**config.mk**
```make
export PLATFORM = sky130hd
export DESIGN_NAME = dpll_core
export DESIGN_NICKNAME = d
export VERILOG_FILES = /design/src/rtl/dpll_pkg.sv /design/src/rtl/dpll_rst_sync.sv /design/src/rtl/dpll_phase_det.sv /design/src/rtl/dpll_kcounter.sv /design/src/rtl/dpll_id_circuit.sv /design/src/rtl/dpll_core.sv
export SDC_FILE = /design/constraint.sdc
export NUM_CORES = 1
export LEC_CHECK = 0
export BUFFER_PORTS_ARGS = -buffer_cell sky130_fd_sc_hd__buf_2
export CELL_PAD_IN_SITES_DETAIL_PLACEMENT = 0
export CELL_PAD_IN_SITES_GLOBAL_PLACEMENT = 1
export CORE_MARGIN = 2
export CORE_UTILIZATION = 30
export DETAILED_ROUTE_END_ITERATION = 10
export PLACE_DENSITY_LB_ADDON = 0.1
export SLEW_MARGIN = 5
export SYNTH_ARGS = -nofsm -noshare
export SYNTH_HDL_FRONTEND = slang
export SYNTH_HIERARCHICAL = 1
export SYNTH_SLANG_ARGS = --single-unit
```
**constraint.sdc**
```tcl
create_clock -name clk -period 1.1 [get_ports clk]
set_input_delay 0.22 -clock clk [delete_from_list [all_inputs] [get_ports clk]]
set_output_delay 0.22 -clock clk [all_outputs]
set_load 0.01 [all_outputs]
```
**src/rtl/dpll_pkg.sv**
```systemverilog
`timescale 1ns/1ps
package dpll_pkg;
  localparam int unsigned LEN_CODE_W = 4;
  localparam int unsigned KCNT_W     = 17;
  localparam int unsigned STAGE_BASE = 2;
  localparam int unsigned RST_STAGES = 2;

  typedef enum logic {
    DET_XOR  = 1'b0,
    DET_EDGE = 1'b1
  } det_sel_e;
endpackage

```
**src/rtl/dpll_rst_sync.sv**
```systemverilog
`timescale 1ns/1ps
module dpll_rst_sync #(
  parameter int unsigned STAGES = 2
) (
  input  logic clk,
  input  logic rst_n,
  output logic rst_sync_n
);
  logic [STAGES-1:0] chain_q;
  logic [STAGES-1:0] chain_d;

  always_comb begin
    chain_d = {chain_q[STAGES-2:0], 1'b1};
  end

  always_ff @(posedge clk or negedge rst_n) begin
    if (!rst_n) chain_q <= '0;
    else        chain_q <= chain_d;
  end

  assign rst_sync_n = chain_q[STAGES-1];
endmodule

```
**src/rtl/dpll_phase_det.sv**
```systemverilog
`timescale 1ns/1ps
module dpll_phase_det
  import dpll_pkg::*;
(
  input  logic     clk,
  input  logic     rst_n,
  input  logic     ref_in,
  input  logic     fb_in,
  input  det_sel_e sel,
  output logic     xor_out,
  output logic     edge_out,
  output logic     dir_up
);
  logic ref_d_q, fb_d_q, edge_q;
  logic edge_d;
  logic ref_rise, fb_rise;

  assign ref_rise = ref_in & ~ref_d_q;
  assign fb_rise  = fb_in  & ~fb_d_q;
  assign xor_out  = ref_in ^ fb_in;

  always_comb begin
    edge_d = edge_q;
    if (ref_rise && !fb_rise)      edge_d = 1'b1;
    else if (fb_rise && !ref_rise) edge_d = 1'b0;
  end

  always_ff @(posedge clk or negedge rst_n) begin
    if (!rst_n) begin
      ref_d_q <= 1'b0;
      fb_d_q  <= 1'b0;
      edge_q  <= 1'b0;
    end else begin
      ref_d_q <= ref_in;
      fb_d_q  <= fb_in;
      edge_q  <= edge_d;
    end
  end

  assign edge_out = edge_q;
  assign dir_up   = (sel == DET_EDGE) ? edge_q : xor_out;
endmodule

```
**src/rtl/dpll_kcounter.sv**
```systemverilog
`timescale 1ns/1ps
module dpll_kcounter #(
  parameter int unsigned CNT_W      = 17,
  parameter int unsigned CODE_W     = 4,
  parameter int unsigned STAGE_BASE = 2
) (
  input  logic              clk,
  input  logic              rst_n,
  input  logic              tick,
  input  logic              up,
  input  logic [CODE_W-1:0] code,
  output logic              carry,
  output logic              borrow
);
  localparam int unsigned STG_W = CODE_W + 1;

  logic [CNT_W-1:0] cnt_q, cnt_d;
  logic             carry_q, carry_d, borrow_q, borrow_d;
  logic [STG_W-1:0] stages;
  logic [CNT_W-1:0] mask, mid, masked;
  logic             active;

  assign stages = {1'b0, code} + STG_W'(STAGE_BASE);
  assign active = (code != '0);

  for (genvar b = 0; b < CNT_W; b++) begin : g_mask
    assign mask[b] = (b < int'(stages));
  end

  assign mid    = (mask >> 1) + CNT_W'(1);
  assign masked = cnt_q & mask;

  always_comb begin
    cnt_d    = cnt_q;
    carry_d  = 1'b0;
    borrow_d = 1'b0;
    if (tick && active) begin
      if (up) begin
        if (masked == mask) begin
          carry_d = 1'b1;
          cnt_d   = mid;
        end else begin
          cnt_d = masked + CNT_W'(1);
        end
      end else begin
        if (masked == '0) begin
          borrow_d = 1'b1;
          cnt_d    = mid;
        end else begin
          cnt_d = masked - CNT_W'(1);
        end
      end
    end
  end

  always_ff @(posedge clk or negedge rst_n) begin
    if (!rst_n) begin
      cnt_q    <= '0;
      carry_q  <= 1'b0;
      borrow_q <= 1'b0;
    end else begin
      cnt_q    <= cnt_d;
      carry_q  <= carry_d;
      borrow_q <= borrow_d;
    end
  end

  assign carry  = carry_q;
  assign borrow = borrow_q;
endmodule

```
**src/rtl/dpll_id_circuit.sv**
```systemverilog
`timescale 1ns/1ps
module dpll_id_circuit (
  input  logic clk,
  input  logic rst_n,
  input  logic tick,
  input  logic carry_in,
  input  logic borrow_in,
  output logic out
);
  logic out_q, out_d;
  logic ph_q, ph_d;
  logic adv_q, adv_d;
  logic ret_q, ret_d;

  always_comb begin
    out_d = out_q;
    ph_d  = ph_q;
    adv_d = adv_q;
    ret_d = ret_q;
    if (tick) begin
      adv_d = 1'b0;
      ret_d = 1'b0;
      if (adv_q && !ret_q) begin
        out_d = ~out_q;
      end else if (ret_q && !adv_q) begin
        out_d = out_q;
      end else begin
        ph_d = ~ph_q;
        if (ph_q) out_d = ~out_q;
      end
    end
    if (carry_in)  adv_d = 1'b1;
    if (borrow_in) ret_d = 1'b1;
  end

  always_ff @(posedge clk or negedge rst_n) begin
    if (!rst_n) begin
      out_q <= 1'b0;
      ph_q  <= 1'b0;
      adv_q <= 1'b0;
      ret_q <= 1'b0;
    end else begin
      out_q <= out_d;
      ph_q  <= ph_d;
      adv_q <= adv_d;
      ret_q <= ret_d;
    end
  end

  assign out = out_q;
endmodule

```
**src/rtl/dpll_core.sv**
```systemverilog
`timescale 1ns/1ps
module dpll_core
  import dpll_pkg::*;
#(
  parameter int unsigned CODE_W = LEN_CODE_W,
  parameter int unsigned CNT_W  = KCNT_W
) (
  input  logic              clk,
  input  logic              rst_n,
  input  logic              ref_in,
  input  logic              fb_in,
  input  logic              det_sel,
  input  logic [CODE_W-1:0] len_code,
  input  logic              k_en,
  input  logic              id_en,
  output logic              xor_out,
  output logic              ecpd_out,
  output logic              carry,
  output logic              borrow,
  output logic              id_out
);
  logic     rst_q_n;
  logic     dir_up;
  det_sel_e sel_e;

  assign sel_e = det_sel_e'(det_sel);

  dpll_rst_sync #(.STAGES(RST_STAGES)) u_rst (
    .clk       (clk),
    .rst_n     (rst_n),
    .rst_sync_n(rst_q_n)
  );

  dpll_phase_det u_pd (
    .clk     (clk),
    .rst_n   (rst_q_n),
    .ref_in  (ref_in),
    .fb_in   (fb_in),
    .sel     (sel_e),
    .xor_out (xor_out),
    .edge_out(ecpd_out),
    .dir_up  (dir_up)
  );

  dpll_kcounter #(
    .CNT_W     (CNT_W),
    .CODE_W    (CODE_W),
    .STAGE_BASE(STAGE_BASE)
  ) u_kcnt (
    .clk   (clk),
    .rst_n (rst_q_n),
    .tick  (k_en),
    .up    (dir_up),
    .code  (len_code),
    .carry (carry),
    .borrow(borrow)
  );

  dpll_id_circuit u_id (
    .clk      (clk),
    .rst_n    (rst_q_n),
    .tick     (id_en),
    .carry_in (carry),
    .borrow_in(borrow),
    .out      (id_out)
  );
endmodule

```
# == Yosys cells after proc, flatten, opt, wreduce, memory -nomap -nowiden ==
# Cells that the tools add are included.
# word_totals
regBits,28
inputBits,11
output_inout_bits,5
word_cells,79
# classes
add_sub_neg,4
order_cmp,17
eq_ne,2
muxes,18
bitwise,10
n_reduce_logical,17
# ops
op,n
$mux 17,3
$lt 4x5->1 const A,8
$lt 3x5->1 const A,4
$add 16x1->17 const B,1
$add 17x1->17 const B,1
$and 17x17->17,1
$eq 17x17->1,1
$logic_not 17->1,1
$sub 17x1->17 const B,1
$mux 1,15
$lt 1x5->1 const A,2
$lt 2x5->1 const A,2
$reduce_bool 2->1,4
$not 1->1,6
$reduce_and 3->1,2
$add 4x2->5 const B,1
$logic_and 1x1->1,5
$lt 5x5->1 const A,1
$logic_not 1->1,4
$reduce_bool 4->1,1
$and 1x1->1,2
$ne 2x1->1 const B,1
$xor 1x1->1,1

# == Depth between registers and ports, before layout ==
# logic_depth
depth_word,7
mapped_depth,15
depth_no_buf,13

# == By module ==
# Netlist, hierarchy kept.
# modules_own_cells
mod,n_inst,cells_each,area_each_um2,seq_area_each_um2
dpll_kcounter,1,350,2698.8,475.5
dpll_id_circuit,1,16,185.2,100.1
dpll_phase_det,1,9,131.4,75.1
dpll_rst_sync,1,3,53.8,50.0

# == Worst setup path after synthesis ==
# Ideal clock, no wire load.
# synth_timing
path_type,input to register
start,input port len_code[1]
end,register u_kcnt.cnt_q[10]
setup_time_ns,0.154
t_arrival_ns,2.685
t_required_ns,0.946
slack_ns,-1.739
path_stages,15
path_buffers,4
cell_sequence,ha_1 > buf_6 > nand2_4 > o21a_4 > buf_2 > o21ai_1 > ha_1 > nand2_1 > and4b_1 > buf_2 > nand3_2 > mux2_4 > buf_6 > a31oi_1 > o31ai_1
# synth_between
elab_chain_cells,6
elab_cells_between_ends,29
cone_classes,add/sub: 4; order compare: 17; eq/ne: 1; mux: 3; bitwise: 1; reduce/logical: 3
# synth_lines
element,line,rtl
"start, declared",dpll_core.sv:13,"input logic [CODE_W-1:0] len_code,"
$add 4x2->5,dpll_kcounter.sv:23,"assign stages = {1'b0, code} + STG_W'(STAGE_BASE);"
$lt 1x5->1 (tied with other cells),dpll_kcounter.sv:27,assign mask[b] = (b < int'(stages));
$and 17x17->17,dpll_kcounter.sv:31,assign masked = cnt_q & mask;
$sub 17x1->17 (tied with other cells),dpll_kcounter.sv:50,cnt_d = masked - CNT_W'(1);
"$mux 17, on equally long branches","dpll_kcounter.sv:46, dpll_kcounter.sv:39",
$mux 17,dpll_kcounter.sv:38,if (up) begin
"end signal, assigned",dpll_kcounter.sv:62,cnt_q <= cnt_d;
"end, declared",dpll_kcounter.sv:17,"logic [CNT_W-1:0] cnt_q, cnt_d;"
# Parallel ways exist; a longest one is shown, timed or not.
# A chain may end at the register's enable or synchronous reset.

# == Worst setup path after layout ==
# layout_timing
start,input port len_code[2]
end,register u_kcnt.cnt_q[6]
# Same word-level chain as after synthesis.

==> metrics.md <==
| Metric | Value |
|---|---|
| Wire length on met2 | `about 6.3 mm` |
| Achievable Freq | `~420 MHz` |
| Num Clock Sinks | `28` |
| RSZ-0062 raised after global routing | `true` |
| Die W | `105.1 microns` |
| Mean post-synth cell area | `~8.1 sq um` |
| Syn_nets | `400` |
| All-layer global routing usage | `around 23%` |
| CTS Buffer Depth | `2` |
| Area after DPL | `4352 sq um` |
| First-pass GRT wire length | `around 19 mm` |
| Drt total wl | `12.70 mm` |
| Finished Core Util | `a little over half` |
| Required @ worst endpoint | `about 1.3 ns` |
| Antenna diodes | `0` |
| WL met3 | `between 500 and 600 microns` |
| Slew headroom | `between 60 and 70%` |
| Final Hold Viols | `0` |
| Top routing layer in use | `met4` |
| Pwr Density | `about 1300 nW/um^2` |
| Root buffer cell | `clkbuf_8` |
| Failing checks | `negative setup slack` |
| DR vias/cell | `about 5.4` |
| Crit end category | `flip-flop` |
| Top-Level Pins | `16` |
| Fin worst setup slack | `-1.255 ns` |
| Post-synth top area share | `between 20% and 30%` |
| Top cells by area, synth | `dfrtp_1, ha_1, nand2_1, xnor2_1, nor2_1` |
| Final Skew | `roughly 0.0052 ns` |
| Design Area, Final | `roughly 5200 sq um` |
| Multi-input logic area | `~2800 sq um` |
| # nets final | `about 560` |
| Flop and latch count out of synthesis | `28` |
| GPL Wtd Cong | `between 0.9 and 1` |
| Wl on met1 | `5.660 mm` |
| Share of cells above drive strength 1 | `a little over half` |
| Die Area | `about 11000 sq um` |
| TritonCTS Buffers | `3` |
| Drt first-iter violations | `~160` |
| Hold/Removal Path Class | `primary input to flip-flop` |
| Final Critical Period | `roughly 2.4 ns` |
| Clk slew on worst S/H paths | `0.11 ns` |
| Synth Cell Area | `3069 sq um` |
| Fillers | `~950` |
| Synth unique cells | `between 80 and 90` |
| Antenna Nets Post-Route | `0` |
| Final period utilization | `214.1%` |
| Initial antenna violation count | `0` |
| DP HPWL | `just under 10 mm` |
| Largest net degree at the start of global routing | `27` |
| Status | `finished, violations left` |
| Chip height | `between 100 and 150 microns` |
| Drt pass-1 iters | `5` |
| Vias post-DR | `about 3600` |
| Maximum vdd drop | `0.5906 mV` |
| Clk Latency, worst-skew pair | `about 0.28 ns` |
| CP Data Arrival Time | `2.52 ns` |
| Most used DFF post-synth | `dfrtp_1` |
| Area of all sequential standard cells | `703.2 sq um` |
| Grt total ovfl | `0` |
| Core ar. | `~10000 sq um` |
| Post-synth EDFFs | `0` |
| Worst hold slack | `approximately 0.17 ns` |
| CTS tree | `done` |
| Ys async rst share | `100.0%` |
| Final setup vio count | `21` |
| Htree depth | `1` |
| LEAKAGE | `2.201 nW` |
| Vias in the first global route | `about 3500` |
| I/O Buffers | `15` |
| Synth Warn # | `6` |
| Critical path peak fanout | `6` |
| Crit Path Category | `primary input to flip-flop` |
| Remaining DRCs | `0` |
| Wire per inst | `approximately 19 microns` |
| Final-report max-slew violation count | `0` |
| Synth Instances | `~380` |
| Actual slew at the worst max-slew pin | `between 0.5 and 0.6 ns` |
| Area leader, netlist | `dfrtp_1` |
| Area Overhead vs Synth | `68.24%` |
| Post-synthesis sequential area ratio | `approximately 23%` |
| Starting Density | `a little under a third` |
| Core Rows | `36` |
| Max-Cap Viols | `0` |
| CP startpoint kind | `primary input` |
[path summary, 6_finish.rpt]
check	startpoint	to	slack, ns	depth (start not counted)
setup / recovery	len_code[2]	u_kcnt/cnt_q[6]$_DFFE_PN0P_	-1.25	13
hold / removal	ref_in	u_pd/ref_d_q$_DFF_PN0_	0.17	2
setup reg to reg	u_kcnt/cnt_q[8]$_DFFE_PN0P_	u_kcnt/cnt_q[6]$_DFFE_PN0P_	-1.23	9
hold reg to reg	u_rst/chain_q[1]$_DFF_PN0_	u_kcnt/cnt_q[16]$_DFFE_PN0P_	0.27	1
max in group asynchronous	u_rst/chain_q[1]$_DFF_PN0_	u_kcnt/cnt_q[4]$_DFFE_PN0P_	0.53	1
min in group asynchronous	rst_n	u_rst/chain_q[0]$_DFF_PN0_	0.24	2
[through the flow]
stage	std cells	worst slack, ns	power, mW	TNS [ns]
after CTS	663	-1.273	6.305	-21.97
after global placement	650	-1.862	5.341	-31.03
after floorplan	378	-1.487	3.518	-25.90
after global routing	667	-1.330	7.310	-23.20
final	667	-1.255	6.880	-21.36
after detailed placement	650	-1.852	5.340	-30.92
[layout by cell type, fill, tap and decap left out, types with 11 or more instances in the layout]
master	n
buf_6	11
nand2_1	35
nor2_1	24
nand3_1	13
inv_1	12
buf_4	144
dfrtp_1	26
a21oi_1	11
buf_2	12
xnor2_1	13
[logic make-up after synthesis]
kind of cell | synth area share (%)
mux | 1.916
compound gates | 29.07
xor+xnor | 8.480
flops | 22.83
other cells | 0.1222
simple gates | 26.58
buf+inv | 6.523
fa+ha+maj | 4.484
[cells in the mapped netlist, types with 3 or more instances]
master,instances
nand3_1,16
ha_1,11
xor2_1,11
nor4_1,4
buf_2,10
nor2_1,28
nand4_1,3
nor2b_1,3
o21ai_0,18
and3_1,5
a21o_1,4
a211oi_1,3
nand3b_1,5
nor3_1,8
nor3b_1,3
o21ai_1,8
inv_1,16
o32a_1,4
dfrtp_1,28
o22ai_1,12
or3_1,4
nand2b_1,9
and2_1,4
nand2_1,36
o31ai_1,7
xnor2_1,15
a31oi_1,6
a21oi_1,17
buf_6,5
o221ai_1,3
clkbuf_1,7
[power breakdown]
part	internal (mW)	switching, mW	total (mW)
registers	1.28	0.331	1.61
logic	2.37	2.30	4.67
clock network	0.247	0.355	0.602
total	3.89	2.99	6.88
[final cells by class]
cell class / count / share of cell area, %
clock buffers: 3 / 0.7996
inverters: 16 / 1.163
multi-input cells: 313 / 54.62
flip-flops and latches: 28 / 13.62
well taps: 133 / 3.223
repair buffers: 174 / 26.58
[state kept, by name, summed over array words and instances, names as in the netlist]
name           cells
u_id/ret_q         1
u_rst/chain_q      2
u_pd/edge_out      1
u_kcnt/borrow      1
u_id/out           1
u_id/adv_q         1
u_pd/fb_d_q        1
u_kcnt/cnt_q      17
u_id/ph_q          1
u_kcnt/carry       1
u_pd/ref_d_q       1
[worst max-delay path, stage by stage]
cell     delay [ns]
buf_8          0.11
ha_4           0.18
or2_4          0.24
o21a_4         0.16
o21ai_4        0.19
ha_4           0.16
nand2_1        0.05
and4b_2        0.33
nand3_4        0.11
mux2_4         0.36
buf_4          0.16
o21ai_4        0.14
o22ai_1        0.10
[what timing repair did]
| item | in CTS | in global routing |
|---|---|---|
| cloned | 2 | 0 |
| setup endpoints to repair | 21 | 21 |
| hold buffers | 1 | 0 |
| buffers inserted | 9 | 4 |
| pin swaps | 34 | 42 |
| endpoints found under the hold margin | 2 | 0 |
| gates resized for setup | 68 | 63 |
[layer usage]
metal	GRT usage (%)	up-vias
met5	0	-
met4	4.857	0
met3	1.747	21
met2	40.12	108
met1	30.42	1754
li1	-	1719
Note: power is estimated with default switching activity, not from simulation.
